### config.mk
export PLATFORM = sky130hd
export DESIGN_NAME = clk_trim_unit
export DESIGN_NICKNAME = d
export VERILOG_FILES = /design/src/rtl/clk_trim_pkg.sv /design/src/rtl/trim_regs.sv /design/src/rtl/trim_interval.sv /design/src/rtl/trim_prescaler.sv /design/src/rtl/clk_trim_unit.sv
export SDC_FILE = /design/constraint.sdc
export NUM_CORES = 1
export LEC_CHECK = 0
export BUFFER_PORTS_ARGS = -buffer_cell sky130_fd_sc_hd__buf_4
export CAP_MARGIN = 30
export CORE_UTILIZATION = 39
export CTS_CLUSTER_SIZE = 14
export DETAILED_ROUTE_END_ITERATION = 8
export PLACE_DENSITY = 0.7
export SLEW_MARGIN = 20
export SYNTH_ARGS = -nofsm -noshare
export SYNTH_HDL_FRONTEND = slang
export SYNTH_SLANG_ARGS = --single-unit
export TNS_END_PERCENT = 5
### constraint.sdc
create_clock -name clk -period 4 [get_ports clk]
set_input_delay 0.2 -clock clk [delete_from_list [all_inputs] [get_ports clk]]
set_output_delay 0.2 -clock clk [all_outputs]
set_load 0.005 [all_outputs]
### src/rtl/clk_trim_pkg.sv
package clk_trim_pkg;

  localparam int TRIM_N_W = 6;

  typedef enum logic [1:0] {
    TRIM_NONE = 2'd0,
    TRIM_ADD  = 2'd1,
    TRIM_SUB  = 2'd2,
    TRIM_RSV  = 2'd3
  } trim_mode_e;

  localparam logic [3:0] RATE_CODE_FINE = 4'h8;

  function automatic logic trim_is_active(input trim_mode_e m);
    return (m == TRIM_ADD) || (m == TRIM_SUB);
  endfunction

endpackage

### src/rtl/trim_regs.sv
module trim_regs
  import clk_trim_pkg::*;
(
  input  logic       clk,
  input  logic       rst_n,
  input  logic       adj_wr,
  input  logic [7:0] adj_wdata,
  input  logic       ctl_wr,
  input  logic       ctl_auto_en,
  input  logic       ctl_ten_sec,
  input  logic       rate_wr,
  input  logic [3:0] rate_code,
  output logic [7:0] adj_q,
  output logic       auto_q,
  output logic       ten_q,
  output logic [3:0] rate_q
);

  trim_mode_e cur_mode;
  assign cur_mode = trim_mode_e'(adj_q[7:6]);

  always_ff @(posedge clk or negedge rst_n) begin
    if (!rst_n) begin
      adj_q  <= '0;
      auto_q <= 1'b0;
      ten_q  <= 1'b0;
      rate_q <= '0;
    end else begin
      if (adj_wr) adj_q <= adj_wdata;
      if (ctl_wr) begin
        auto_q <= ctl_auto_en;
        if (cur_mode == TRIM_NONE) ten_q <= ctl_ten_sec;
      end
      if (rate_wr) rate_q <= rate_code;
    end
  end


  ten_lock_chk: assert property (@(posedge clk) disable iff (!rst_n)
    !$stable(ten_q) |-> ($past(adj_q[7:6]) == 2'd0 && $past(ctl_wr)));

endmodule

### src/rtl/trim_interval.sv
module trim_interval #(
  parameter int SHORT_SECS = 10,
  parameter int LONG_SECS  = 60
) (
  input  logic clk,
  input  logic rst_n,
  input  logic sec_wrap,
  input  logic ten_sel,
  output logic boundary
);

  localparam int SW = $clog2(LONG_SECS + 1);

  logic [SW-1:0] sec_q;
  logic [SW-1:0] last_sec;

  assign last_sec = ten_sel ? SW'(SHORT_SECS - 1) : SW'(LONG_SECS - 1);
  assign boundary = sec_wrap && (sec_q >= last_sec);

  always_ff @(posedge clk or negedge rst_n) begin
    if (!rst_n) begin
      sec_q <= '0;
    end else if (sec_wrap) begin
      sec_q <= boundary ? '0 : sec_q + 1'b1;
    end
  end


  sec_range_chk: assert property (@(posedge clk) disable iff (!rst_n)
    int'(sec_q) < LONG_SECS);

endmodule

### src/rtl/trim_prescaler.sv
module trim_prescaler
  import clk_trim_pkg::*;
#(
  parameter int PRESC_W = 15,
  parameter int TICK_W  = 9
) (
  input  logic                clk,
  input  logic                rst_n,
  input  logic                osc_tick,
  input  logic                load,
  input  logic                load_sub,
  input  logic [TRIM_N_W-1:0] load_n,
  output logic                full_wrap,
  output logic                sec_pulse,
  output logic                sub_pulse
);

  logic [PRESC_W-1:0]  cnt_q;
  logic [TRIM_N_W-1:0] pend_q;
  logic                pend_sub_q;
  logic [1:0]          step;
  logic [PRESC_W:0]    full_sum;
  logic [TICK_W:0]     low_sum;
  logic                low_wrap;

  always_comb begin
    if (pend_q != '0) step = pend_sub_q ? 2'd0 : 2'd2;
    else              step = 2'd1;
  end

  assign full_sum  = {1'b0, cnt_q} + {{(PRESC_W-1){1'b0}}, step};
  assign low_sum   = {1'b0, cnt_q[TICK_W-1:0]} + {{(TICK_W-1){1'b0}}, step};
  assign full_wrap = osc_tick && full_sum[PRESC_W];
  assign low_wrap  = osc_tick && low_sum[TICK_W];

  always_ff @(posedge clk or negedge rst_n) begin
    if (!rst_n) begin
      cnt_q      <= '0;
      pend_q     <= '0;
      pend_sub_q <= 1'b0;
      sec_pulse  <= 1'b0;
      sub_pulse  <= 1'b0;
    end else begin
      sec_pulse <= full_wrap;
      sub_pulse <= low_wrap;
      if (osc_tick) begin
        cnt_q <= full_sum[PRESC_W-1:0];
        if (load) begin
          pend_q     <= load_n;
          pend_sub_q <= load_sub;
        end else if (pend_q != '0) begin
          pend_q <= pend_q - 1'b1;
        end
      end
    end
  end


  sub_hold_chk: assert property (@(posedge clk) disable iff (!rst_n)
    (osc_tick && pend_q != '0 && pend_sub_q) |=> $stable(cnt_q));


  sec_on_tick_chk: assert property (@(posedge clk) disable iff (!rst_n)
    sec_pulse |-> sub_pulse);


  sec_single_chk: assert property (@(posedge clk) disable iff (!rst_n)
    sec_pulse |=> !sec_pulse);

endmodule

### src/rtl/clk_trim_unit.sv
module clk_trim_unit
  import clk_trim_pkg::*;
#(
  parameter int PRESC_W    = 15,
  parameter int TICK_W     = 9,
  parameter int SHORT_SECS = 10,
  parameter int LONG_SECS  = 60
) (
  input  logic       clk,
  input  logic       rst_n,
  input  logic       osc_tick,
  input  logic       adj_wr,
  input  logic [7:0] adj_wdata,
  input  logic       ctl_wr,
  input  logic       ctl_auto_en,
  input  logic       ctl_ten_sec,
  input  logic       rate_wr,
  input  logic [3:0] rate_code,
  input  logic       flag_clr,
  output logic [7:0] adj_q,
  output logic       auto_en_q,
  output logic       ten_sec_q,
  output logic [3:0] rate_q,
  output logic       sec_en,
  output logic       tick64,
  output logic       per_flag
);

  trim_mode_e mode;
  logic       full_wrap;
  logic       boundary;
  logic       load;
  logic       sub_pulse;

  trim_regs u_regs (
    .clk        (clk),
    .rst_n      (rst_n),
    .adj_wr     (adj_wr),
    .adj_wdata  (adj_wdata),
    .ctl_wr     (ctl_wr),
    .ctl_auto_en(ctl_auto_en),
    .ctl_ten_sec(ctl_ten_sec),
    .rate_wr    (rate_wr),
    .rate_code  (rate_code),
    .adj_q      (adj_q),
    .auto_q     (auto_en_q),
    .ten_q      (ten_sec_q),
    .rate_q     (rate_q)
  );

  trim_interval #(
    .SHORT_SECS(SHORT_SECS),
    .LONG_SECS (LONG_SECS)
  ) u_interval (
    .clk     (clk),
    .rst_n   (rst_n),
    .sec_wrap(full_wrap),
    .ten_sel (ten_sec_q),
    .boundary(boundary)
  );

  assign mode = trim_mode_e'(adj_q[7:6]);
  assign load = boundary && auto_en_q && trim_is_active(mode);

  trim_prescaler #(
    .PRESC_W(PRESC_W),
    .TICK_W (TICK_W)
  ) u_presc (
    .clk      (clk),
    .rst_n    (rst_n),
    .osc_tick (osc_tick),
    .load     (load),
    .load_sub (mode == TRIM_SUB),
    .load_n   (adj_q[TRIM_N_W-1:0]),
    .full_wrap(full_wrap),
    .sec_pulse(sec_en),
    .sub_pulse(sub_pulse)
  );

  assign tick64 = sub_pulse && (rate_q == RATE_CODE_FINE);

  always_ff @(posedge clk or negedge rst_n) begin
    if (!rst_n) per_flag <= 1'b0;
    else        per_flag <= tick64 | (per_flag & ~flag_clr);
  end


  flag_set_chk: assert property (@(posedge clk) disable iff (!rst_n)
    tick64 |=> per_flag);

endmodule

==> impl_metrics.json <==
{
  "io_pins": 38,
  "grt_use_total": 0.140,
  "cts-buffers-inserted": 5,
  "rows": 26,
  "gp_congestion": 0.760,
  "dieArea_sq_um": 5830,
  "nets": 252,
  "cts-root-buf": "clkbuf_8",
  "cp_max_fo": 10,
  "postCtsHoldBufs": 1,
  "antenna_found_initial": 0,
  "fin_crit_sh": 0.877,
  "postSynthAreaPerCell_sq_um": 12.1,
  "min_path_type": "in2reg",
  "ff2ff_path_depth": 10,
  "drc": 0,
  "outcome": "finished clean",
  "layout_commonest_cell": "dfrtp_1",
  "first_global_vias": 1497,
  "clock-skew-final_ps": 7.63,
  "fin_util": 0.498,
  "yosys_warnings": 0,
  "critPathArrivalTime_ps": 3690,
  "core_area_sq_um": 5200,
  "maxCapViolations": 0,
  "period_minus_slack_ps": 3510,
  "critPathKind": "reg2reg",
  "h-tree-depth": 2,
  "postRouteAntennaNets": 0,
  "tns_ps": 0,
  "setup_viol": 0,
  "maxSlewViolCount": 0,
  "hold_viol": 0,
  "hpwl_mm": 2.70,
  "rrSetupSlack_ps": 490,
  "required_ps": 4180,
  "dr_total_vias": 1482,
  "slew_headroom": 0.527,
  "die_width_um": 76.4,
  "critPathLaunchType": "register",
  "initialDrtViolationCount": 45,
  "post_cts_resize_count": 0,
  "port_buffers": 37,
  "grt_overflow": 0,
  "drive_gt1_frac": 0.347,
  "tightest_slew_ps": 709,
  "cts_sinks": 45,
  "syn2layout_area_growth_pct": 20.2,
  "path_clk_slew_ps": 80,
  "synth_cell_types": 36,
  "dr.pass1.iters": 4,
  "ys_seq_area_frac": 0.522,
  "syn_area_sq_um": 2160,
  "cp-end-kind": "register",
  "viasPerCell": 5.08,
  "cts_tree": "built",
  "antenna_cells": 0,
  "synthCells": 179,
  "clock.fmax_mhz": 285,
  "die_h_um": 76.4,
  "synth_fp_nets": 210,
  "ir_worst_vdd_v": 0.000217,
  "finish.cell_count_without_fillers": 292,
  "grt_max_degree": 46,
  "holdPathStages": 3,
  "rsz0062_at_grt": "no",
  "routed_wl_mm": 3.63,
  "total_power_mw": 1.19,
  "holdWs_ps": 115,
  "initial_core_util": 0.414,
  "wire_per_inst_um": 12.4,
  "postCtsSetupRepairBufs": 0,
  "p_per_area_nw_per_um2": 460,
  "layout_common_cells": "45 x dfrtp_1, 37 x buf_4, 22 x mux2_2",
  "clk_latency_ps": 290,
  "ys_ff_latch": 45,
  "dp.cells": 283,
  "clk_path_buf_depth": 2,
  "p_leak_nw": 1.22,
  "grt_pass1_wl_mm": 6.55
}
## state kept, by name, summed over array words and instances (netlist names)
signal / cells
per_flag: 1
u_regs.auto_q: 1
u_presc.sub_pulse: 1
u_regs.adj_q: 8
u_regs.rate_q: 4
u_regs.ten_q: 1
u_presc.cnt_q: 15
u_presc.pend_q: 6
u_interval.sec_q: 6
u_presc.sec_pulse: 1
u_presc.pend_sub_q: 1
## synth_stat cells (all sizes together)
| library cell | n | area [sq um] |
|---|---|---|
| mux2 | 22 | 248 |
| o41ai | 2 | 17.5 |
| nand3 | 8 | 40.0 |
| or4 | 1 | 7.51 |
| a211o | 3 | 28.8 |
| nor4b | 1 | 8.76 |
| or2 | 4 | 25.0 |
| dfrtp | 45 | 1130 |
| buf | 2 | 22.5 |
| nand2b | 1 | 6.26 |
| xor2 | 3 | 26.3 |
| xnor2 | 12 | 105 |
| nor3 | 3 | 15.0 |
| a21oi | 1 | 5.00 |
| nor4 | 3 | 33.8 |
| nor2 | 7 | 26.3 |
| a221oi | 1 | 15.0 |
| mux2i | 1 | 10.0 |
| and2b | 1 | 7.51 |
| o21ai | 7 | 35.0 |
| inv | 8 | 30.0 |
| o31ai | 1 | 7.51 |
| a21o | 2 | 15.0 |
| or4b | 1 | 10.0 |
| fa | 1 | 20.0 |
| clkbuf | 1 | 3.75 |
| nand2 | 17 | 63.8 |
| and3 | 1 | 7.51 |
| or3 | 1 | 6.26 |
| and4 | 1 | 8.76 |
| ha | 9 | 113 |
| a32o | 2 | 20.0 |
| a22o | 2 | 17.5 |
| nand4 | 4 | 25.0 |
## cell families after synthesis
logic type                 count (synthesis)  share of synthesized area
and+or+nand+nor                           54                      0.135
DFF                                       45                      0.522
muxes                                     23                      0.119
AOI/OAI and AO/OA                         21                     0.0748
xor gates and xnor gates                  15                     0.0609
buffers and inverters                     11                     0.0261
adders and majority gates                 10                     0.0615
## layout make-up
type                            count  area, sq um
Multi-Input combinational cell    123          975
Tap cell                           70         87.6
Timing Repair Buffer               38          288
Clock inverter                      3         17.5
Fill cell                         502         2610
Inverter                            8         30.0
Clock buffer                        5         68.8
Sequential cell                    45         1130
## worst paths after layout
kind,start,end
setup / recovery,u_presc.pend_q[0]$_DFFE_PN0P_,u_presc.pend_q[3]$_DFFE_PN0P_
hold / removal,adj_wdata[6],u_regs.adj_q[6]$_DFFE_PN0P_
setup reg to reg,u_presc.pend_q[0]$_DFFE_PN0P_,u_presc.pend_q[3]$_DFFE_PN0P_
hold reg to reg,u_presc.cnt_q[8]$_DFFE_PN0P_,u_presc.cnt_q[8]$_DFFE_PN0P_
max in group asynchronous,rst_n,u_presc.cnt_q[10]$_DFFE_PN0P_
min in group asynchronous,rst_n,u_presc.cnt_q[7]$_DFFE_PN0P_
## critical path, cell delays in order (launching register included)
cell and delay [ps]:
dfrtp_1 420, inv_1 70, ha_1 170, nand2b_1 90, nor4_1 440, nor2_1 150
ha_1 310, a21oi_1 70, or4_1 710, nor4_4 570, mux2_2 390
## power by group
group / total, mW / internal, mW / switching [mW] / leakage [nW]
registers: 0.629 / 0.541 / 0.0886 / 0.573
clock network: 0.269 / 0.121 / 0.148 / 0.0439
logic: 0.294 / 0.173 / 0.122 / 0.608
total: 1.19 / 0.834 / 0.359 / 1.22
## layer usage
layer,GRT usage,part of all wire,vias to the layer above
met2,0.230,0.46,39
met3,0.0323,0.042,4
met1,0.181,0.49,716
met4,0.0519,0.010,0
met5,0,0,-
li1,-,-,723
## through the flow
step | instance area (sq um) | worst slack, ps
3_3_place_gp | 2500 | 599
2_1_floorplan | 2160 | 915
3_5_place_dp | 2500 | 487
5_1_grt | 2590 | 148
4_1_cts | 2590 | 466
6_report | 2590 | 492
(Power assumes the default switching activity.)
